[src/rtl/adc_seq_pkg.sv]
package adc_seq_pkg;
  localparam int CFG_W = 12;

  localparam logic [2:0] SRC_EXT    = 3'd0;
  localparam logic [2:0] SRC_TMR1   = 3'd1;
  localparam logic [2:0] SRC_TMR0   = 3'd2;
  localparam logic [2:0] SRC_SINGLE = 3'd3;
  localparam logic [2:0] SRC_CONT   = 3'd4;
  localparam logic [2:0] SRC_PWM    = 3'd5;

  localparam int TRG_EXT  = 0;
  localparam int TRG_TMR1 = 1;
  localparam int TRG_TMR0 = 2;
  localparam int TRG_PWM  = 3;
  localparam int TRG_N    = 4;

  typedef struct packed {
    logic       convEn;
    logic       powerOn;
    logic [1:0] inMode;
    logic [1:0] acqSel;
    logic [2:0] clkDiv;
    logic [2:0] srcSel;
  } seqCfg_t;

  localparam seqCfg_t CFG_RESET = '{convEn: 1'b0, powerOn: 1'b0, inMode: 2'b00,
                                    acqSel: 2'b10, clkDiv: 3'b001, srcSel: SRC_EXT};

  typedef struct packed {
    logic loadAcq;
    logic loadConv;
    logic countDown;
    logic clrSrc;
  } seqStrobe_t;

  typedef enum logic [1:0] {ST_IDLE, ST_ARM, ST_ACQ, ST_CONV} seqState_t;
endpackage

[src/rtl/adc_seq_datapath.sv]
module adc_seq_datapath
  import adc_seq_pkg::*;
#(
  parameter int CORE_MHZ  = 40,
  parameter int SETTLE_US = 5,
  parameter int CONV_CLKS = 19,
  parameter int MAX_DIV_LOG2 = 5
) (
  input  logic             clk,
  input  logic             rstN,
  input  logic             cfgWrEn,
  input  logic [CFG_W-1:0] cfgWrData,
  input  logic [TRG_N-1:0] trigIn,
  input  seqStrobe_t       strobe,
  output seqCfg_t          cfgQ,
  output logic             adcTick,
  output logic             settled,
  output logic             cntZero,
  output logic [TRG_N-1:0] trigRise
);
  localparam int PHASE_MAX  = (CONV_CLKS > 16) ? CONV_CLKS : 16;
  localparam int PHASE_W    = $clog2(PHASE_MAX);
  localparam int DIV_CW     = (MAX_DIV_LOG2 > 0) ? MAX_DIV_LOG2 : 1;
  localparam int SETTLE_CYC = CORE_MHZ * SETTLE_US;
  localparam int SET_W      = $clog2(SETTLE_CYC + 1);

  // control word register; a host write wins over the one-shot clear
  always_ff @(posedge clk) begin
    if (!rstN)              cfgQ <= CFG_RESET;
    else if (cfgWrEn)       cfgQ <= seqCfg_t'(cfgWrData);
    else if (strobe.clrSrc) cfgQ.srcSel <= SRC_EXT;
  end

  // ADC clock enable from a free-running prescaler
  logic [2:0]        divLog;
  logic [DIV_CW-1:0] ratioM1;
  logic [DIV_CW-1:0] divCnt;

  always_comb begin
    divLog  = (int'(cfgQ.clkDiv) > MAX_DIV_LOG2) ? 3'(MAX_DIV_LOG2) : cfgQ.clkDiv;
    ratioM1 = (DIV_CW'(1) << divLog) - DIV_CW'(1);
    adcTick = (divCnt >= ratioM1);
  end

  always_ff @(posedge clk) begin
    if (!rstN)        divCnt <= '0;
    else if (adcTick) divCnt <= '0;
    else              divCnt <= divCnt + DIV_CW'(1);
  end

  // power-up settling counter, core clocks
  logic [SET_W-1:0] settleCnt;
  assign settled = (settleCnt == SET_W'(SETTLE_CYC));

  always_ff @(posedge clk) begin
    if (!rstN || !cfgQ.powerOn) settleCnt <= '0;
    else if (!settled)          settleCnt <= settleCnt + SET_W'(1);
  end

  // phase counter shared by acquisition and conversion
  logic [PHASE_W-1:0] phaseCnt;
  logic [PHASE_W-1:0] acqLoad;
  assign acqLoad = (PHASE_W'(2) << cfgQ.acqSel) - PHASE_W'(1);
  assign cntZero = (phaseCnt == '0);

  always_ff @(posedge clk) begin
    if (!rstN)                 phaseCnt <= '0;
    else if (strobe.loadAcq)   phaseCnt <= acqLoad;
    else if (strobe.loadConv)  phaseCnt <= PHASE_W'(CONV_CLKS - 1);
    else if (strobe.countDown) phaseCnt <= phaseCnt - PHASE_W'(1);
  end

  // two-flop synchronisers with rising-edge detect
  for (genvar i = 0; i < TRG_N; i++) begin : g_sync
    logic [2:0] chain;
    always_ff @(posedge clk) begin
      if (!rstN) chain <= '0;
      else       chain <= {chain[1:0], trigIn[i]};
    end
    assign trigRise[i] = chain[1] & ~chain[2];
  end

  p_src_clear_r6: assert property (@(posedge clk) disable iff (!rstN)
    (strobe.clrSrc && !cfgWrEn) |=> (cfgQ.srcSel == SRC_EXT));

  p_settle_reset_r9: assert property (@(posedge clk) disable iff (!rstN)
    !cfgQ.powerOn |=> !settled);

  p_tick_spacing_r2: assert property (@(posedge clk) disable iff (!rstN)
    (adcTick && cfgQ.clkDiv != 3'd0 && !cfgWrEn) |=> !adcTick);
endmodule

[src/rtl/adc_seq_control.sv]
module adc_seq_control
  import adc_seq_pkg::*;
(
  input  logic             clk,
  input  logic             rstN,
  input  seqCfg_t          cfg,
  input  logic             adcTick,
  input  logic             settled,
  input  logic             cntZero,
  input  logic [TRG_N-1:0] trigRise,
  output seqStrobe_t       strobe,
  output logic             sampleOut,
  output logic             convertOut,
  output logic             busyOut,
  output logic             readyOut
);
  seqState_t stateQ, stateD;
  logic      armed, trigHit, lastClk, readyD;

  assign armed   = cfg.convEn && cfg.powerOn && settled;
  assign lastClk = adcTick && cntZero;

  always_comb begin
    case (cfg.srcSel)
      SRC_EXT:    trigHit = trigRise[TRG_EXT];
      SRC_TMR1:   trigHit = trigRise[TRG_TMR1];
      SRC_TMR0:   trigHit = trigRise[TRG_TMR0];
      SRC_SINGLE: trigHit = 1'b1;
      SRC_CONT:   trigHit = 1'b1;
      SRC_PWM:    trigHit = trigRise[TRG_PWM];
      default:    trigHit = 1'b0;
    endcase
  end

  always_comb begin
    stateD = stateQ;
    strobe = '0;
    readyD = 1'b0;
    unique case (stateQ)
      ST_IDLE: if (armed && trigHit) stateD = ST_ARM;
      ST_ARM: if (adcTick) begin
        stateD         = ST_ACQ;
        strobe.loadAcq = 1'b1;
      end
      ST_ACQ: if (lastClk) begin
        stateD          = ST_CONV;
        strobe.loadConv = 1'b1;
      end else if (adcTick) begin
        strobe.countDown = 1'b1;
      end
      ST_CONV: if (lastClk) begin
        readyD        = 1'b1;
        strobe.clrSrc = (cfg.srcSel == SRC_SINGLE);
        stateD        = (cfg.srcSel == SRC_CONT && armed) ? ST_ARM : ST_IDLE;
      end else if (adcTick) begin
        strobe.countDown = 1'b1;
      end
      default: stateD = ST_IDLE;
    endcase
    if (!cfg.powerOn) begin
      stateD = ST_IDLE;
      strobe = '0;
      readyD = 1'b0;
    end
  end

  always_ff @(posedge clk) begin
    if (!rstN) begin
      stateQ   <= ST_IDLE;
      readyOut <= 1'b0;
    end else begin
      stateQ   <= stateD;
      readyOut <= readyD;
    end
  end

  assign sampleOut  = (stateQ == ST_ACQ);
  assign convertOut = (stateQ == ST_CONV);
  assign busyOut    = sampleOut | convertOut;

  p_ready_after_conv_r4: assert property (@(posedge clk) disable iff (!rstN)
    readyOut |-> ($past(stateQ) == ST_CONV && stateQ != ST_CONV));

  p_power_off_idle_r9: assert property (@(posedge clk) disable iff (!rstN)
    !cfg.powerOn |=> (stateQ == ST_IDLE && !readyOut));

  p_arm_needs_enable_r8: assert property (@(posedge clk) disable iff (!rstN)
    (stateQ == ST_ARM && $past(stateQ) == ST_IDLE) |-> $past(cfg.convEn));

  p_acq_on_tick_r3: assert property (@(posedge clk) disable iff (!rstN)
    (stateQ == ST_ACQ && $past(stateQ) == ST_ARM) |-> $past(adcTick));
endmodule

[src/rtl/adc_conv_sequencer.sv]
module adc_conv_sequencer
  import adc_seq_pkg::*;
#(
  parameter int CORE_MHZ  = 40,
  parameter int SETTLE_US = 5,
  parameter int CONV_CLKS = 19
) (
  input  logic             clk,
  input  logic             rstN,
  input  logic             cfgWrEn,
  input  logic [CFG_W-1:0] cfgWrData,
  input  logic             extStartIn,
  input  logic             timer1In,
  input  logic             timer0In,
  input  logic             pwmSyncIn,
  output logic [CFG_W-1:0] cfgRdData,
  output logic [1:0]       inModeOut,
  output logic             sampleOut,
  output logic             convertOut,
  output logic             busyOut,
  output logic             readyOut
);
  seqCfg_t          cfg;
  seqStrobe_t       strobe;
  logic             adcTick, settled, cntZero;
  logic [TRG_N-1:0] trigIn, trigRise;

  assign trigIn    = {pwmSyncIn, timer0In, timer1In, extStartIn};
  assign cfgRdData = cfg;
  assign inModeOut = cfg.inMode;

  adc_seq_datapath #(
    .CORE_MHZ (CORE_MHZ),
    .SETTLE_US(SETTLE_US),
    .CONV_CLKS(CONV_CLKS)
  ) u_dp (
    .clk      (clk),
    .rstN     (rstN),
    .cfgWrEn  (cfgWrEn),
    .cfgWrData(cfgWrData),
    .trigIn   (trigIn),
    .strobe   (strobe),
    .cfgQ     (cfg),
    .adcTick  (adcTick),
    .settled  (settled),
    .cntZero  (cntZero),
    .trigRise (trigRise)
  );

  adc_seq_control u_ctl (
    .clk       (clk),
    .rstN      (rstN),
    .cfg       (cfg),
    .adcTick   (adcTick),
    .settled   (settled),
    .cntZero   (cntZero),
    .trigRise  (trigRise),
    .strobe    (strobe),
    .sampleOut (sampleOut),
    .convertOut(convertOut),
    .busyOut   (busyOut),
    .readyOut  (readyOut)
  );
endmodule

[config.mk]
export PLATFORM = sky130hd
export DESIGN_NAME = adc_conv_sequencer
export DESIGN_NICKNAME = d
export VERILOG_FILES = /design/src/rtl/adc_seq_pkg.sv /design/src/rtl/adc_seq_datapath.sv /design/src/rtl/adc_seq_control.sv /design/src/rtl/adc_conv_sequencer.sv
export SDC_FILE = /design/constraint.sdc
export NUM_CORES = 1
export LEC_CHECK = 0
export CAP_MARGIN = 20
export CORE_UTILIZATION = 47
export DETAILED_ROUTE_END_ITERATION = 16
export GPL_TIMING_DRIVEN = 0
export PLACE_DENSITY_LB_ADDON = 0.08
export SETUP_SLACK_MARGIN = 0.05
export SLEW_MARGIN = 30
export SYNTH_ARGS = -nofsm -noshare
export SYNTH_HDL_FRONTEND = slang
export SYNTH_SLANG_ARGS = --single-unit
[constraint.sdc]
create_clock -name clk -period 2.85 [get_ports clk]
set_clock_uncertainty 0.15 [all_clocks]
set_input_delay 0.285 -clock clk [delete_from_list [all_inputs] [get_ports clk]]
set_output_delay 0.285 -clock clk [all_outputs]
set_load 0.02 [all_outputs]
# Word-level counts from Yosys, hierarchy flattened
# Index checks and enable logic that the tools add are counted.
dict set report word_totals {
  regBits 45
  inputBits 19
  output_inout_bits 18
  word_cells 88
}
dict set report classes {
  addsub 5
  magnitude_cmp 2
  eq_ne 13
  n_shift 2
  mux 22
  n_bitwise 10
  reduce_logical 19
}
# op n
set ops {}
lappend ops {{$mux W5} 3}
lappend ops {{$sub A5 B2 Y5 const B} 2}
lappend ops {{$mux W1} 9}
lappend ops {{$mux W3} 3}
lappend ops {{$add A8 B1 Y8 const B} 1}
lappend ops {{$eq A8 B8 Y1 const B} 1}
lappend ops {{$mux W2} 4}
lappend ops {{$pmux W2 S4} 1}
lappend ops {{$eq A3 B2 Y1 const B} 2}
lappend ops {{$eq A3 B3 Y1 const B} 2}
lappend ops {{$reduce_or A2 Y1} 3}
lappend ops {{$add A5 B1 Y5 const B} 1}
lappend ops {{$ge A5 B5 Y1} 1}
lappend ops {{$logic_and A1 B1 Y1} 5}
lappend ops {{$logic_not A5 Y1} 1}
lappend ops {{$not A1 Y1} 5}
lappend ops {{$pmux W1 S5} 1}
lappend ops {{$shl A1 B3 Y5 const A} 1}
lappend ops {{$shl A2 B2 Y5 const A} 1}
lappend ops {{$sub A5 B1 Y5 const B} 1}
lappend ops {{$and A1 B1 Y1} 4}
lappend ops {{$eq A2 B2 Y1 const B} 2}
lappend ops {{$mux W4} 1}
lappend ops {{$ne A2 B1 Y1 const B} 2}
lappend ops {{other kinds (14)} 16}

# Depth between registers and ports, before layout
# Gate-level depths: netlist of the first run.
dict set report depth {
  depth_word 12
  depth_mapped 11
  mapped_depth_nobuf 11
}

# By module
# From an unflattened synthesis of the first run, not the netlist that was laid out.
dict set report hier_totals {
  hier_cells 239
  hier_area_um2 2180.8
}
# module instances cells_each area_each_um2 seq_area_each_um2
set by_module_without_submodules {}
lappend by_module_without_submodules {adc_seq_datapath 1 195 1828.0 840.8}
lappend by_module_without_submodules {adc_seq_control 1 42 337.8 60.1}
lappend by_module_without_submodules {adc_conv_sequencer 1 2 15.0 0.0}

# Worst setup path after synthesis of the first run
# Ideal clock, no wire load.
dict set report synth_path {
  path_type {reg-to-reg}
  from {register u_dp.cfgQ[5] (netlist bit)}
  to {register u_dp.phaseCnt[1]}
  setup_ps 119
  arrival_time_ps 2491
  required_ps 2581
  path_slack_ps 90
  stages_incl_launch_ff 11
  n_path_buf 0
  synth_period_minus_slack_ps 2760
  cell_sequence {dfxtp_1 > or3_1 > ha_1 > xor2_1 > ha_1 > a21o_1 > a31oi_1 > o21ai_0 > nand2_1 > o21ai_0 > o221a_2}
}
dict set report synth_via {
  elab_chain_len 11
  word_cells_on_any_way 16
  cone_classes {1 x add/sub; 2 x order compare; 1 x shift; 10 x mux; 2 x reduce/logical}
}
# item line
set synth_lines {}
lappend synth_lines {{from (decl)} adc_seq_datapath.sv:15} ;# output seqCfg_t cfgQ,
lappend synth_lines {{from (signal assigned)} adc_seq_datapath.sv:30} ;# else if (cfgWrEn) cfgQ <= seqCfg_t'(cfgWrData);
lappend synth_lines {{$gt A3 B3 Y1} adc_seq_datapath.sv:40} ;# divLog = (int'(cfgQ.clkDiv) > MAX_DIV_LOG2) ? 3'(MAX_DIV_LOG2) : cfgQ.clkDiv;
lappend synth_lines {{$mux W3 *} adc_seq_datapath.sv:40}
lappend synth_lines {{$shl A1 B3 Y5 *} adc_seq_datapath.sv:41} ;# ratioM1 = (DIV_CW'(1) << divLog) - DIV_CW'(1);
lappend synth_lines {{$sub A5 B2 Y5 *} adc_seq_datapath.sv:41}
lappend synth_lines {{$ge A5 B5 Y1 *} adc_seq_datapath.sv:42} ;# adcTick = (divCnt >= ratioM1);
lappend synth_lines {{$logic_and A1 B1 Y1} adc_seq_control.sv:21} ;# assign lastClk = adcTick && cntZero;
lappend synth_lines {{$mux W1} adc_seq_control.sv:45} ;# ST_ACQ: if (lastClk) begin
lappend synth_lines {{$mux W1} adc_seq_control.sv:39} ;# unique case (stateQ)
lappend synth_lines {{$mux W4 *} adc_seq_control.sv:60} ;# if (!cfg.powerOn) begin
lappend synth_lines {{$mux W5} adc_seq_datapath.sv:69} ;# else if (strobe.loadConv) phaseCnt <= PHASE_W'(CONV_CLKS - 1);
lappend synth_lines {{$mux W5} adc_seq_datapath.sv:68} ;# else if (strobe.loadAcq) phaseCnt <= acqLoad;
lappend synth_lines {{to (signal assigned)} adc_seq_datapath.sv:68}
lappend synth_lines {{to (signal assigned)} adc_seq_datapath.sv:69}
lappend synth_lines {{to (signal assigned)} adc_seq_datapath.sv:70} ;# else if (strobe.countDown) phaseCnt <= phaseCnt - PHASE_W'(1);
lappend synth_lines {{to (decl)} adc_seq_datapath.sv:61} ;# logic [PHASE_W-1:0] phaseCnt;
# Mark *: on every way between the ends. The rest lies on a longest branch, timed or not.
# A chain may end at the register's enable or synchronous reset.

# Worst setup path after layout of the first run
# Same ends and word-level chain as after synthesis.

==> summary.md, run 1 <==
| Metric | Value |
|---|---|
| First-pass GRT wire length | 7458 um |
| Distinct cells, synth | 42 |
| Xor/xnor cell area share of the yosys netlist | 4.892% |
| Crit path time final | 2.700 ns |
| Rel. slew slack | 51.84% |
| Slowest cell on the critical path | or3_1 |
| Total CTS buffers | 5 |
| Post-synth top flop | dfxtp_1 |
| Final GP Congestion | 0.8332 |
| Post-Synthesis Cells | 226 |
| Cell count after placement | 313 |
| Pin count of the biggest net entering global routing | 14 |
| Post-synth EDFFs | 0 |
| Top Family by Delay on Critical Path | compound AO/OA/AOI/OAI gates |
| Max H-tree Level | 2 |
| Clk sink count | 45 |
| Synthesized Nets | 259 |
| Starting density of the core | 49.00% |
| I/O pin total | 37 |
| Drt pass-1 iters | 4 |
| Post-synthesis adder-cell area fraction | 8.154% |
| DIE WIDTH | 69.61 um |
| Setup violators final | 0 |
| CP Data Required Time | 2.90 ns |
| Multiplexer share of the synthesized area | 5.591% |
| Cell Area, Synth | 2148 um2 |
| Synth Area in Compound Gates | 11.07% |
| Hold/Removal Path Class | in -> reg |
| Setup TNS | 0 ns |
| Crit-path cells | or3_1 -> ha_1 -> xor2_1 -> ha_1 -> a21o_1 -> a31oi_2 -> o21ai_2 -> o211a_1 -> o21ai_0 -> o221a_2 |
| Root Driver | clkbuf_8 |
| Remaining DRCs | 0 |
| Vias | 1,646 |
| Nets | 302 |
| Clock Tree Buf Depth | 2 |
| Max Cap Viol | 0 |
| Vias/cell | 5.112 |
| Critical Path Start Type | register |
| Post-Layout Cell Count | 322 |
| Pwr/cell area | 521.3 nW/um2 |
| Antenna diode count | 0 |
| Core Area | 4384 um2 |
| Area growth syn-to-layout | 26.21% |
| Slew @ Worst Pin | 0.7223 ns |
| RSZ-0062 raised after global routing | yes |
| CP Buf/Inv Count | 0 |
| Main combinational cell family by area after synthesis | simple AND/OR/NAND/NOR gates |
| Clock Latency Late Sink | 0.30 ns |
| Fin crit share | 94.74% |
| Util after Layout | 61.84% |
| Number of global-route vias before repair | 1,670 |
| VDD IR-drop max | 0.3400 mV |
| Seq/Total Area, Yosys | 41.93% |
| Routed Antenna Nets | 0 |
| GRT Util Overall | 18.87% |
| CP Max Fanout | 7 |
| Post-Synth Simple-Gate Area | 23.24% |
| PnR worst setup slack | 0.1500 ns |
| Most numerous cell on the critical path | ha_1 |
| Starting DRT DRC Count | 73 |
| Hold-fix buffers, CTS | 0 |
| Crit path arrival time | 2.75 ns |
| Syn_area_per_cell | 9.506 um2 |
| Antenna violations before repair | 0 |
| TritonCTS clock tree | done |
| Crit end category | register |
| Die Y | 69.61 um |
| Fillers | 410 |
| FMAX | 370.4 MHz |
| WL met3 | 134 um |
| Ys async rst share | 0% |
| GRT overflow | 0 |
| Ratio of cells with drive above 1 in the final layout | 10.37% |
| Num rows | 24 |
| Register area | 903.4 um2 |
| WL met2 | 1811 um |
| Drt total wl | 4113 um |
| Multi-input logic area | 1159 um2 |
| Uppermost layer routed | met4 |
| Routed WL per cell | 12.77 um |
| Leak | 1.055 nW |
| Placement Setup Slack | -0.08564 ns |
| Die ar. | 4846 um2 |
| Clock-pin slew on the worst setup and hold paths | 0.08 ns |
| Setup CP Type | reg -> reg |
| Hold Vio Cnt, Final | 0 |
| Max-slew violation count | 0 |
| Placed cell areas | 2564 um2 |
| Final Cell Area | 2711 um2 |
| Seq cells post-synth | 45 |
| Dpl hpwl | 2959 um |
| Status | finished clean |
| Synth Warn # | 0 |
| Port Buffers | 35 |
| Met1 Wirelength | 2113 um |
| CP max stage delay | 0.40 ns |
-- where the power goes --
part | internal (mW) | switching [mW]
registers | 0.659 | 0.0263
logic | 0.119 | 0.112
clock network | 0.286 | 0.211
total | 1.06 | 0.349
-- layout make-up --
class                      instances  share of cell area [%]
multi-input combinational        159                   42.73
sequential                        45                   33.32
timing repair buffer              36                   13.20
clock buffer                       7                   3.184
buffer                            10                   2.400
tap                               52                   2.400
inverter                          12                   1.661
clock inverter                     1                   1.108
-- routing by layer --
metal,global-route usage [%],vias to the layer above
li1,-,861
met1,25.23,751
met2,30.53,28
met3,4.360,6
met4,5.333,0
met5,0,-
-- cells in the mapped netlist (all sizes together), types with 2 or more instances --
| cell | instances | share of area [%] |
|---|---|---|
| clkbuf | 7 | 2.2 |
| a31oi | 3 | 0.87 |
| a311oi | 2 | 0.82 |
| o21ai | 8 | 1.9 |
| and2 | 12 | 3.5 |
| and3 | 3 | 0.93 |
| xor2 | 8 | 3.3 |
| or3 | 2 | 0.58 |
| a21oi | 5 | 1.2 |
| ha | 14 | 8.2 |
| o21a | 3 | 1.0 |
| nor2b | 9 | 2.6 |
| nor2 | 18 | 3.1 |
| a21o | 2 | 0.70 |
| o221a | 2 | 1.0 |
| inv | 12 | 2.1 |
| dfxtp | 45 | 42 |
| nand2b | 5 | 1.5 |
| buf | 3 | 0.87 |
| a32o | 2 | 0.93 |
| xnor2 | 4 | 1.6 |
| nand3 | 14 | 3.5 |
| mux2i | 12 | 5.6 |
| nor3 | 6 | 1.6 |
| nand2 | 14 | 2.6 |
-- cell families (layout without fill, tap and decap cells) --
kind of cell	Yosys count	after routing
fa+ha+maj	14	14
mux	12	12
xor+xnor	12	12
buf+inv	22	66
flops	45	45
compound gates	33	33
simple gates	88	88
-- stage by stage --
step | total power [mW] | hold WS [ns]
2_1_floorplan | 0.8267 | 0.2619
3_3_place_gp | 0.9045 | 0.2669
3_5_place_dp | 0.9063 | 0.2710
4_1_cts | 1.406 | 0.2381
5_1_grt | 1.479 | 0.2814
6_report | 1.413 | 0.2400
-- worst min-delay path: stages --
cell	delay, ns
clkbuf_1	0.14
mux2i_1	0.17
nor2b_1	0.05
-- state kept, by name (all words and copies together) (netlist names) --
| signal | cells |
|---|---|
| u_dp.phaseCnt | 5 |
| u_dp.settleCnt | 8 |
| u_dp.divCnt | 5 |
| u_ctl.stateQ | 2 |
| u_dp.cfgQ | 12 |
| u_dp.g_sync.chain | 12 |
| u_ctl.readyOut | 1 |
-- timing repair --
item                       in CTS  in global routing
setup buffers                   0                  1
pin swaps                       0                  4
setup endpoints to repair       5                 13
resized for setup               3                  5
-- worst paths after layout --
kind | start | to | slack, ns | depth (start not counted)
max | u_dp.cfgQ[5] | u_dp.phaseCnt[1] | 0.15 | 10
min reg2reg | u_dp.g_sync[3].chain[0] | u_dp.g_sync[3].chain[1] | 0.29 | 1
min | cfgWrEn | u_dp.cfgQ[11] | 0.24 | 3
max reg2reg | u_dp.cfgQ[5] | u_dp.phaseCnt[1] | 0.15 | 10
-- cells in the final DEF (no fill, tap or decap), types with 3 or more instances in the layout --
cell type,count
xor2_1,8
nor3_1,5
clkdlybuf4s50_1,35
ha_1,14
inv_1,12
o21a_1,3
a21oi_1,5
dfxtp_1,43
clkbuf_8,8
mux2i_1,12
and2_1,12
nor2b_1,9
nor2_1,17
o21ai_0,7
nand2_1,12
nand3_1,13
buf_4,3
xnor2_1,4
clkbuf_1,6
nand2b_1,5
Note: power is estimated with default switching activity, not from simulation.
==> run 2: changes to the inputs <==
CTS_CLUSTER_SIZE = 8   (was not set)
==> results of run 2 <==
No change in the layout: final DEF, timing and power equal those of run 1.
